--- config.mk ---
export PLATFORM = sky130hd
export DESIGN_NAME = crc_gate_dispatch
export DESIGN_NICKNAME = d
export VERILOG_FILES = /design/src/rtl/crcgate_pkg.sv /design/src/rtl/crcgate_crc.sv /design/src/rtl/crcgate_lut.sv /design/src/rtl/crc_gate_dispatch.sv
export SDC_FILE = /design/constraint.sdc
export NUM_CORES = 1
export LEC_CHECK = 0
export BUFFER_PORTS_ARGS = -buffer_cell sky130_fd_sc_hd__buf_2
export CAP_MARGIN = 30
export CORE_MARGIN = 1
export CORE_UTILIZATION = 30
export DETAILED_ROUTE_END_ITERATION = 10
export GPL_ROUTABILITY_DRIVEN = 0
export HOLD_SLACK_MARGIN = 0.08
export PLACE_DENSITY_LB_ADDON = 0.2
export SYNTH_ARGS = -nofsm -noshare
export SYNTH_HDL_FRONTEND = slang
export SYNTH_HIERARCHICAL = 1
export SYNTH_SLANG_ARGS = --single-unit
--- constraint.sdc ---
create_clock -name clk -period 5.69 [get_ports clk]
set_input_delay 0.569 -clock clk [delete_from_list [all_inputs] [get_ports clk]]
set_output_delay 0.569 -clock clk [all_outputs]
set_load 0.02 [all_outputs]
--- src/rtl/crcgate_pkg.sv ---
package crcgate_pkg;

  localparam int CRC_W = 32;

  typedef enum logic [2:0] {
    ST_RECV  = 3'd0,
    ST_CHECK = 3'd1,
    ST_LUT   = 3'd2,
    ST_FWD   = 3'd3,
    ST_DONE  = 3'd4
  } gate_st_e;

  // One serial CRC step, highest bit first.
  function automatic logic [CRC_W-1:0] crc_step(input logic [CRC_W-1:0] r,
                                                input logic b,
                                                input logic [CRC_W-1:0] poly);
    logic fb;
    fb = r[CRC_W-1] ^ b;
    return {r[CRC_W-2:0], 1'b0} ^ (fb ? poly : '0);
  endfunction

  // Encoder output pair for state st and input u: [1] first coded bit.
  function automatic logic [1:0] conv_pair(input logic [1:0] st, input logic u,
                                           input logic [2:0] ga, input logic [2:0] gb);
    logic [2:0] win;
    win = {u, st};
    return {^(win & ga), ^(win & gb)};
  endfunction

  function automatic logic [1:0] conv_next(input logic [1:0] st, input logic u);
    return {u, st[1]};
  endfunction

endpackage

--- src/rtl/crcgate_crc.sv ---
module crcgate_crc #(
  parameter logic [31:0] POLY = 32'h04C11DB7
) (
  input  logic        clk,
  input  logic        rst_n,
  input  logic        clr,
  input  logic        en,
  input  logic        din,
  output logic        zero
);
  import crcgate_pkg::*;

  logic [CRC_W-1:0] crc_q;

  always_ff @(posedge clk) begin
    if (!rst_n || clr) crc_q <= '1;
    else if (en)       crc_q <= crc_step(crc_q, din, POLY);
  end

  assign zero = (crc_q == '0);

  assert_crc_preset_R2: assert property (@(posedge clk) disable iff (!rst_n)
    clr |=> !zero);

endmodule

--- src/rtl/crcgate_lut.sv ---
module crcgate_lut #(
  parameter logic [2:0] GA = 3'b111,
  parameter logic [2:0] GB = 3'b101
) (
  input  logic [1:0] st,
  input  logic [1:0] pair,
  output logic       hit,
  output logic       u,
  output logic [1:0] nst
);
  import crcgate_pkg::*;

  localparam int NSTATE = 4;

  logic [NSTATE-1:0] hit0, hit1;

  for (genvar s = 0; s < NSTATE; s++) begin : g_row
    localparam logic [1:0] P0 = conv_pair(2'(s), 1'b0, GA, GB);
    localparam logic [1:0] P1 = conv_pair(2'(s), 1'b1, GA, GB);
    assign hit0[s] = (pair == P0);
    assign hit1[s] = (pair == P1);
  end

  always_comb begin
    hit = hit0[st] | hit1[st];
    u   = hit1[st] & ~hit0[st];
    nst = conv_next(st, u);
  end

endmodule

--- src/rtl/crc_gate_dispatch.sv ---
module crc_gate_dispatch #(
  parameter int          MSG_BITS = 16,
  parameter logic [2:0]  G_FIRST  = 3'b111,
  parameter logic [2:0]  G_SECOND = 3'b101,
  parameter logic [31:0] CRC_POLY = 32'h04C11DB7
) (
  input  logic                clk,
  input  logic                rst_n,
  input  logic                bit_valid,
  input  logic                bit_in,
  input  logic                vit_ready,
  output logic                vit_req,
  output logic                vit_valid,
  output logic [1:0]          vit_pair,
  output logic                vit_last,
  output logic                done,
  output logic                path_vit,
  output logic                lut_err,
  output logic [MSG_BITS-1:0] msg_out
);
  import crcgate_pkg::*;

  localparam int CODED = 2 * MSG_BITS;
  localparam int TOTAL = CODED + CRC_W;
  localparam int CW    = $clog2(TOTAL);
  localparam int PW    = $clog2(MSG_BITS + 1);
  localparam logic [CW-1:0] LAST_BIT  = CW'(TOTAL - 1);
  localparam logic [PW-1:0] LAST_PAIR = PW'(MSG_BITS - 1);

  gate_st_e st_q;
  logic [CW-1:0] cnt_q;
  logic [PW-1:0] pidx_q;
  logic [MSG_BITS-1:0] c0_q, c1_q, work_q, work_nx, msg_q;
  logic [1:0] lstate_q, cur_pair, lut_nst;
  logic lut_hit, lut_u, path_q, lerr_q;
  logic take_bit, crc_zero, crc_clr;

  // Named events for the checks
  logic crc_pass_evt, crc_fail_evt, lut_miss_evt, fwd_hs_evt;

  assign take_bit = (st_q == ST_RECV) && bit_valid;
  assign crc_clr  = (st_q == ST_DONE);

  crcgate_crc #(.POLY(CRC_POLY)) i_crc (
    .clk(clk), .rst_n(rst_n), .clr(crc_clr), .en(take_bit), .din(bit_in),
    .zero(crc_zero)
  );

  assign cur_pair = {c0_q[pidx_q], c1_q[pidx_q]};

  crcgate_lut #(.GA(G_FIRST), .GB(G_SECOND)) i_lut (
    .st(lstate_q), .pair(cur_pair), .hit(lut_hit), .u(lut_u), .nst(lut_nst)
  );

  always_comb begin
    work_nx = work_q;
    work_nx[pidx_q] = lut_u;
  end

  assign crc_pass_evt = (st_q == ST_CHECK) &&  crc_zero;
  assign crc_fail_evt = (st_q == ST_CHECK) && !crc_zero;
  assign lut_miss_evt = (st_q == ST_LUT)   && !lut_hit;
  assign fwd_hs_evt   = (st_q == ST_FWD)   && vit_ready;

  always_ff @(posedge clk) begin
    if (!rst_n) begin
      st_q     <= ST_RECV;
      cnt_q    <= '0;
      pidx_q   <= '0;
      c0_q     <= '0;
      c1_q     <= '0;
      work_q   <= '0;
      msg_q    <= '0;
      lstate_q <= '0;
      path_q   <= 1'b0;
      lerr_q   <= 1'b0;
    end else begin
      unique case (st_q)
        ST_RECV: if (bit_valid) begin
          if (cnt_q < CW'(CODED)) begin
            if (!cnt_q[0]) c0_q[cnt_q[CW-1:1]] <= bit_in;
            else           c1_q[cnt_q[CW-1:1]] <= bit_in;
          end
          if (cnt_q == LAST_BIT) begin
            cnt_q <= '0;
            st_q  <= ST_CHECK;
          end else begin
            cnt_q <= cnt_q + 1'b1;
          end
        end
        ST_CHECK: begin
          pidx_q   <= '0;
          lstate_q <= '0;
          lerr_q   <= 1'b0;
          st_q     <= crc_zero ? ST_LUT : ST_FWD;
        end
        ST_LUT: begin
          if (!lut_hit) begin
            lerr_q <= 1'b1;
            pidx_q <= '0;
            st_q   <= ST_FWD;
          end else begin
            work_q   <= work_nx;
            lstate_q <= lut_nst;
            if (pidx_q == LAST_PAIR) begin
              msg_q  <= work_nx;
              path_q <= 1'b0;
              st_q   <= ST_DONE;
            end else begin
              pidx_q <= pidx_q + 1'b1;
            end
          end
        end
        ST_FWD: if (vit_ready) begin
          if (pidx_q == LAST_PAIR) begin
            path_q <= 1'b1;
            st_q   <= ST_DONE;
          end else begin
            pidx_q <= pidx_q + 1'b1;
          end
        end
        ST_DONE: st_q <= ST_RECV;
        default: st_q <= ST_RECV;
      endcase
    end
  end

  assign vit_req   = crc_fail_evt || lut_miss_evt;
  assign vit_valid = (st_q == ST_FWD);
  assign vit_pair  = vit_valid ? cur_pair : 2'b00;
  assign vit_last  = vit_valid && (pidx_q == LAST_PAIR);
  assign done      = (st_q == ST_DONE);
  assign path_vit  = path_q;
  assign lut_err   = lerr_q;
  assign msg_out   = msg_q;

  assert_done_pulse_R10: assert property (@(posedge clk) disable iff (!rst_n)
    done |=> !done);

  assert_vit_hold_R6: assert property (@(posedge clk) disable iff (!rst_n)
    vit_valid && !vit_ready |=> vit_valid && $stable(vit_pair) && $stable(vit_last));

  assert_req_then_offer_R5: assert property (@(posedge clk) disable iff (!rst_n)
    vit_req |=> vit_valid && !vit_last || (vit_valid && MSG_BITS == 1));

  assert_pass_no_offer_R3: assert property (@(posedge clk) disable iff (!rst_n)
    crc_pass_evt |=> !vit_valid);

  assert_lerr_path_R8: assert property (@(posedge clk) disable iff (!rst_n)
    done && lut_err |-> path_vit);

  assert_fwd_to_done_R7: assert property (@(posedge clk) disable iff (!rst_n)
    fwd_hs_evt && vit_last |=> done && path_vit);

endmodule

==> results of run 1 <==
## final cells by class
type                            instances  area (um^2)  area share, %
Tap cell                              229          287           4.41
Inverter                                9         33.8          0.520
Multi-Input combinational cell        416         3040           46.7
Clock buffer                           20          457           7.03
Timing Repair Buffer                   37          235           3.62
Clock inverter                         11          185           2.85
Sequential cell                       113         2260           34.8
## tightest hold or removal path: cells and delay by family (launching register included)
family | cells | cell delay (ps)
flops | 1 | 300
simple gates | 1 | 50
mux | 1 | 50
## registers in the layout, indices dropped and copies added (netlist names)
register	flops
cnt_q	6
i_crc/crc_q	32
path_vit	1
lstate_q	2
st_q	3
c1_q	16
lut_err	1
work_q	15
c0_q	16
pidx_q	5
msg_out	16
## where the power goes
part           switching, uW  internal [uW]
clock network            368            793
registers               15.4            806
logic                   54.3           37.5
## per-layer routing
metal | wire length (um) | share of wire [%] | track usage [%] | vias up
li1 | - | - | - | 2192
met1 | 6330 | 47 | 18.8 | 2105
met2 | 6350 | 47 | 24.0 | 68
met3 | 597 | 4.4 | 4.57 | 16
met4 | 166 | 1.2 | 4.97 | 0
met5 | 0 | 0 | 0 | -
## metrics by stage
stage | cells | setup slack, ps | hold WS, ps
2_1_floorplan | 596 | 2450 | 432
3_3_place_gp | 801 | 1790 | 451
3_5_place_dp | 803 | 1580 | 453
4_1_cts | 834 | 1380 | 461
5_1_grt | 835 | 1170 | 475
6_report | 835 | 1430 | 456
## placed cells by master (no fill, tap or decap), types with 13 or more instances in the layout
master,count
a211o_1,13
a211oi_1,36
a21oi_1,31
buf_2,28
clkbuf_16,17
dfxtp_1,113
mux2i_1,68
nand2_1,63
nand4_1,32
nor2_1,21
nor2b_1,18
xnor2_1,14
## path summary, 6_finish.rpt
path | startpoint | endpoint | slack (ps) | cells after the start
worst max-delay path | pidx_q[2] | vit_req | 1430 | 9
worst min-delay path | c0_q[12] | c0_q[12] | 460 | 2
worst min register to register | c0_q[12] | c0_q[12] | 460 | 2
worst max register to register | pidx_q[2] | pidx_q[2] | 1840 | 9
## cells by family after synthesis
logic type	synth area share, %
flops	40.6
xor+xnor	2.78
simple gates	21.2
fa+ha+maj	1.12
buf+inv	5.27
compound gates	13.7
mux	15.4
==> results_dict.tcl, run 1 <==
set metrics [dict create \
    status "finished with violations" \
    violations "DRC" \
    p_per_area_nw_per_um2 319 \
    fillers 1825 \
    io_buffers 28 \
    grt_antenna_before_repair 0 \
    worstMarginPinSlew_ps 977 \
    fp.dieW_um 138 \
    worstPathMaxFanout 18 \
    clk_pin_slew_ps 50 \
    row_count 49 \
    area_growth_pct 16.5 \
    via_per_inst 5.25 \
    criticalPathCategory "reg2out" \
    grt_setup_unrepaired "no" \
    slowest_delay_ps 750 \
    async_flop_share_pct 0 \
    relSlewSlack_pct 34.8 \
    hold_path.class "reg2reg" \
    ys_seq_area_share_pct 40.6 \
    num_io_pins 29 \
    min_period_over_period_pct 74.9 \
    ant_nets 0 \
    grt_pass1_vias 4379 \
    cts_buffers 17 \
    dr_total_vias 4381 \
    synth-edff-count 0 \
    place_area_um2 5850 \
    path_buf_inv 2 \
    end_kind "primary output" \
    fin_tns_setup_ps 0 \
    cts_sinks 113 \
    drcViolationCount 4 \
    crit_family "flip-flops" \
    slew_violations 0 \
    htreeDepth 4 \
    dieHeight_um 138 \
    drt_iter0_markers 280 \
    final-setup-viol-count 0 \
    synth_top_area_cell "dfxtp_1" \
    cts_root_buf "clkbuf_16" \
    cts_tree "done" \
    grt.overflow.total 0 \
    core_area_um2 18100 \
    dp_hpwl_um 8770 \
    fin_area_um2 6500 \
    antennaDiodeCount 0 \
    synthesis.area_um2 5580 \
    wl_um 13400 \
    avgSynthCellArea_um2 9.36 \
    drive_above_1_share_pct 14.4 \
    clk_latency_ps 420 \
    dr.pass1.iters 7 \
    floorplan.initialDensity_pct 30.8 \
    ir_drop_mv 0.195 \
    synth.most_common_cell "dfxtp_1" \
    synthFlopType "dfxtp_1" \
    ys_ff_latch 113 \
    finalPower_uw 2070 \
    yosys_warnings 6 \
    cp.arrival_ps 3690 \
    cp.required_ps 5120 \
    clock.fmax_ghz 0.235 \
    crit_chain "buf_4, mux4_2, o22ai_1, a21oi_1, xnor2_1, or3b_2, o21ai_0, nor2b_1, buf_2" \
    grt_pass1_wl_um 22700 \
    final_nets 604 \
    wl_per_cell_um 16.1 \
    synth_nets 606 \
    synth_common_cells "dfxtp_1 (113), mux2i_1 (68), nand2_1 (63)" \
    fin_util_pct 35.9 \
    ctsResizeCount 0 \
    grt_max_degree 49 \
    crit_slowest_cell "dfxtp_1" \
    grt_usage_pct 14.9 \
    synthTopCellsByArea "dfxtp_1 (41%), mux2i_1 (12%), a211oi_1 (4.8%)" \
    synth_cells 596 \
    period_minus_slack_ps 4260 \
    drv_cap 0 \
    startpoint_type "register" \
    synth_top_area_share_pct 40.6 \
    synth_cell_types 53 \
    p_leak_uw 0.00242 \
    postCtsSetupRepairBufs 0 \
    fin_worst_skew_ps 5.78 \
    final_hold_viol_count 0 \
    hold_buffers 0 \
    dieArea_um2 19100 \
    cts_buffer_depth 2 \
]
Power figures use the tool's default switching activity.
==> run 2: changes to the inputs <==
Clock period 5.69 ns to 4.21 ns, I/O delays scaled along.
==> results_dict.tcl, run 2 (same netlist as run 1, synthesis figures left out) <==
set metrics [dict create \
    dp_cells 806 \
    cts_buffers 17 \
    final-setup-viol-count 0 \
    cts_tree "done" \
    num_io_pins 29 \
    cts_root_buf "clkbuf_16" \
    cts_sinks 113 \
    drive_above_1_share_pct 14.6 \
    slew_violations 0 \
    ant_nets 0 \
    grt_max_degree 77 \
    r2r-start "pidx_q[2]" \
    holdPathStages 3 \
    status "finished with violations" \
    final_nets 606 \
    ctsResizeCount 0 \
    grt_pass1_wl_um 22600 \
    final_cell_mix "dfxtp_1 (113), mux2i_1 (68), nand2_1 (63)" \
    r2r_end "msg_out[0]" \
    r2r_cells 9 \
    grt_pass1_vias 4292 \
    postCtsSetupRepairBufs 0 \
    ir_drop_mv 0.325 \
    wl_um 13400 \
    via_per_inst 5.24 \
    floorplan.initialDensity_pct 30.8 \
    fp.dieW_um 138 \
    antennaDiodeCount 0 \
    clock.fmax_ghz 0.258 \
    relSlewSlack_pct 40.1 \
    hold_buffers 0 \
    period_minus_slack_ps 3880 \
    cp.required_ps 3790 \
    grt_antenna_before_repair 0 \
    worstMarginPinSlew_ps 898 \
    cts_buffer_depth 2 \
    layout_commonest_cell "dfxtp_1" \
    worstPathMaxFanout 9 \
    stdcell_count 838 \
    min_period_over_period_pct 92.2 \
    largest_register_ffs 32 \
    finalHoldWorstSlack_ps 458 \
    dp_hpwl_um 8560 \
    p_leak_uw 0.00243 \
    drcViolationCount 4 \
    worstHoldEndpoint "st_q[0]" \
    end_kind "primary output" \
    hold_path.class "in2reg" \
    drv_cap 0 \
    dr.pass1.iters 7 \
    p_per_area_nw_per_um2 422 \
    core_area_um2 18100 \
    clk_pin_slew_ps 50 \
    dieArea_um2 19100 \
    violations "DRC" \
    area_growth_pct 16.4 \
    dieHeight_um 138 \
    dr_total_vias 4395 \
    row_count 49 \
    io_buffers 28 \
    grt_usage_pct 14.8 \
    min_from "vit_ready" \
    r2r_slack_ps 620 \
    drt_iter0_markers 318 \
    fin_worst_skew_ps 10.8 \
    grt.overflow.total 0 \
    fin_util_pct 35.9 \
    startpoint_type "register" \
    cp.arrival_ps 3460 \
    htreeDepth 4 \
    top_register "i_crc/crc_q" \
    final_hold_viol_count 0 \
    fin_tns_setup_ps 0 \
    clk_latency_ps 420 \
    criticalPathCategory "reg2out" \
    grt_setup_unrepaired "no" \
    wl_per_cell_um 16.0 \
]
==> run 2: cell types whose count changed in the layout (fill, tap and decap cells not counted), sizes merged <==
cell,change
buf,+2
clkbuf,+1
clkinv,+1
bufinv,-1
==> run 2: routing by layer <==
| layer | global-route usage (%) | vias to the layer above | part of all wire (%) |
|---|---|---|---|
| li1 | - | 2198 | - |
| met1 | 19.5 | 2131 | 48 |
| met2 | 22.6 | 51 | 47 |
| met3 | 4.19 | 15 | 3.8 |
| met4 | 6.39 | 0 | 1.0 |
| met5 | 0 | - | 0 |
==> run 2: cell type report <==
type	instances	area, um^2
clock buffers	21	460
repair buffers	39	250
flip-flops and latches	113	2260
multi-input cells	416	3040
inverters	9	33.8
fillers	1782	11600
well taps	229	287
clock inverters	11	160
==> run 2: power by group <==
part	leakage [uW]	total (uW)	internal, uW	switching [uW]
Combinational	0.00121	124	51.0	72.7
Clock	0.000303	1510	1010	491
Sequential	0.000916	1110	1090	21.2
==> run 2: critical path, stage by stage (launching register included) <==
cell,delay [ps]
dfxtp_1,680
mux4_2,570
mux2i_1,190
a21oi_1,140
xor2_2,210
xnor2_1,260
or3b_2,510
o21ai_0,80
nor2b_1,210
buf_2,190
==> run 2: worst max path at each step <==
| stage | startpoint | to | slack, ps | depth (start not counted) |
|---|---|---|---|---|
| 2_1_floorplan | pidx_q[2] | vit_req | 1120 | 9 |
| 3_3_place_gp | pidx_q[2] | pidx_q[2] | 690 | 9 |
| 3_5_place_dp | pidx_q[2] | msg_out[0] | 600 | 9 |
| 4_1_cts | pidx_q[2] | vit_req | 220 | 9 |
| 5_1_grt | pidx_q[2] | vit_req | 60 | 9 |
| 6_report | pidx_q[2] | vit_req | 330 | 9 |
==> run 2: through the flow <==
stage | total power (uW) | worst slack, ps | cell area, um^2
2_1_floorplan | 1230 | 1120 | 5580
3_3_place_gp | 1250 | 690 | 5830
6_report | 2740 | 327 | 6490
4_1_cts | 2780 | 217 | 6490
3_5_place_dp | 1260 | 597 | 5870
5_1_grt | 2850 | 61.2 | 6490
==> run 3: changes to the inputs <==
Settings changed: ABC_CLOCK_PERIOD_IN_PS from default to 4210, GPL_ROUTABILITY_DRIVEN 0 to default, GPL_TIMING_DRIVEN from default to 0.
==> results_dict.tcl, run 3 (same netlist as run 1, synthesis figures left out) <==
set metrics [dict create \
    cts_sinks 113 \
    top_register "i_crc/crc_q" \
    grt_max_degree 17 \
    wl_um 15400 \
    cts_buffer_depth 2 \
    core_area_um2 18100 \
    clk_pin_slew_ps 50 \
    cts_buffers 17 \
    violations "DRC" \
    relSlewSlack_pct 30.9 \
    min_from "rst_n" \
    dr.pass1.iters 7 \
    final-setup-viol-count 0 \
    ir_drop_mv 0.278 \
    drt_iter0_markers 351 \
    antennaDiodeCount 0 \
    via_per_inst 5.35 \
    hold_path.class "in2reg" \
    grt_pass1_wl_um 24900 \
    holdPathStages 3 \
    wl_per_cell_um 17.4 \
    p_per_area_nw_per_um2 441 \
    dp_hpwl_um 10900 \
    period_minus_slack_ps 3960 \
    row_count 49 \
    crit_slowest_cell "buf_1" \
    criticalPathCategory "reg2out" \
    startpoint_type "register" \
    clk_latency_ps 410 \
    clock.fmax_ghz 0.252 \
    grt_usage_pct 16.4 \
    worstPathMaxFanout 10 \
    hold_buffers 0 \
    dieArea_um2 19100 \
    drive_above_1_share_pct 14.5 \
    cp.arrival_ps 3540 \
    cts_root_buf "clkbuf_16" \
    r2r_cells 11 \
    ctsResizeCount 0 \
    status "finished with violations" \
    final_hold_viol_count 0 \
    crit_start "pidx_q[3]" \
    slowest_delay_ps 500 \
    drv_cap 0 \
    htreeDepth 4 \
    grt_antenna_before_repair 0 \
    stdcell_count 885 \
    crit_family "buffers and inverters" \
    crit_chain "buf_2, buf_1, mux4_2, mux2i_1, a21oi_1, xor2_2, xnor2_2, or3b_2, o21ai_0, nor2b_1, buf_2" \
    grt_pass1_vias 4824 \
    floorplan.initialDensity_pct 30.8 \
    r2r-start "pidx_q[3]" \
    dp_cells 853 \
    layout_setup_ws_ps 247 \
    layout_commonest_cell "dfxtp_1" \
    path_depth 11 \
    grt.overflow.total 0 \
    postCtsSetupRepairBufs 0 \
    fillers 1789 \
    post-place-ws_ps 116 \
    fin_worst_skew_ps 4.67 \
    path_buf_inv 3 \
    drcViolationCount 4 \
    dieHeight_um 138 \
    ant_nets 0 \
    io_buffers 28 \
    cpMostUsedCell "buf_2" \
    final_cell_mix "dfxtp_1 (113), mux2i_1 (68), nand2_1 (63)" \
    gp_congestion 0.811 \
    fin_tns_setup_ps 0 \
    largest_register_ffs 32 \
    end_kind "primary output" \
    min_period_over_period_pct 94.1 \
    area_growth_pct 20.3 \
    worstMarginPinSlew_ps 1030 \
    final_nets 653 \
    fin_util_pct 37.1 \
    cp.required_ps 3790 \
    cts_tree "done" \
    dr_total_vias 4734 \
    slew_violations 0 \
    p_leak_uw 0.00253 \
    fp.dieW_um 138 \
    num_io_pins 29 \
    grt_setup_unrepaired "no" \
]
## run 3: changes by cell type in the layout (fill, tap and decap cells not counted), moves of 2 or more
cell        change
buf_1           +4
buf_2          +10
buf_4           -4
bufinv_16       +3
clkbuf_1       +37
clkinvlp_4      -2
## run 3: worst paths after layout
kind | to | slack [ps]
max | vit_req | 250
min | pidx_q[1] | 390
max reg2reg | msg_out[3] | 250
min reg2reg | c1_q[10] | 460
## run 3: layer usage
metal | GRT usage, % | wire [um] | up-vias
met3 | 4.50 | 650 | 18
met1 | 21.1 | 7350 | 2308
met2 | 26.3 | 7170 | 108
met4 | 5.50 | 213 | 0
met5 | 0 | 0 | -
li1 | - | - | 2300
## run 3: power by group
part	switching [uW]	internal (uW)	total, uW
registers	16.4	1090	1110
clock network	499	1210	1710
logic	87.9	54.0	142
total	604	2360	2960
## run 3: layout make-up
class | instances | area [um^2] | share of cell area [%]
clock inverters | 11 | 230 | 3.43
inverters | 9 | 33.8 | 0.503
repair buffers | 28 | 140 | 2.09
flip-flops and latches | 113 | 2260 | 33.7
multi-input cells | 416 | 3030 | 45.1
well taps | 229 | 287 | 4.27
clock buffers | 21 | 470 | 7.01
plain buffers | 58 | 260 | 3.88
## run 3: metrics by stage
stage               cell area, um^2  total power, uW  hold slack, ps
CTS                            6710             2980             379
floorplan                      5580             1230             432
global route                   6710             3050             404
finish                         6710             2960             394
detailed placement             6000             1270             455
global placement               6000             1260             442
## run 3: worst reg2reg max path, cell delays in order, from the launching register on
cell,delay (ps)
dfxtp_1,310
buf_2,190
buf_1,510
mux4_2,400
mux2i_1,200
a21oi_1,150
xor2_2,220
xnor2_2,380
nand4bb_1,350
nor2_1,460
clkbuf_1,500
a211oi_1,160
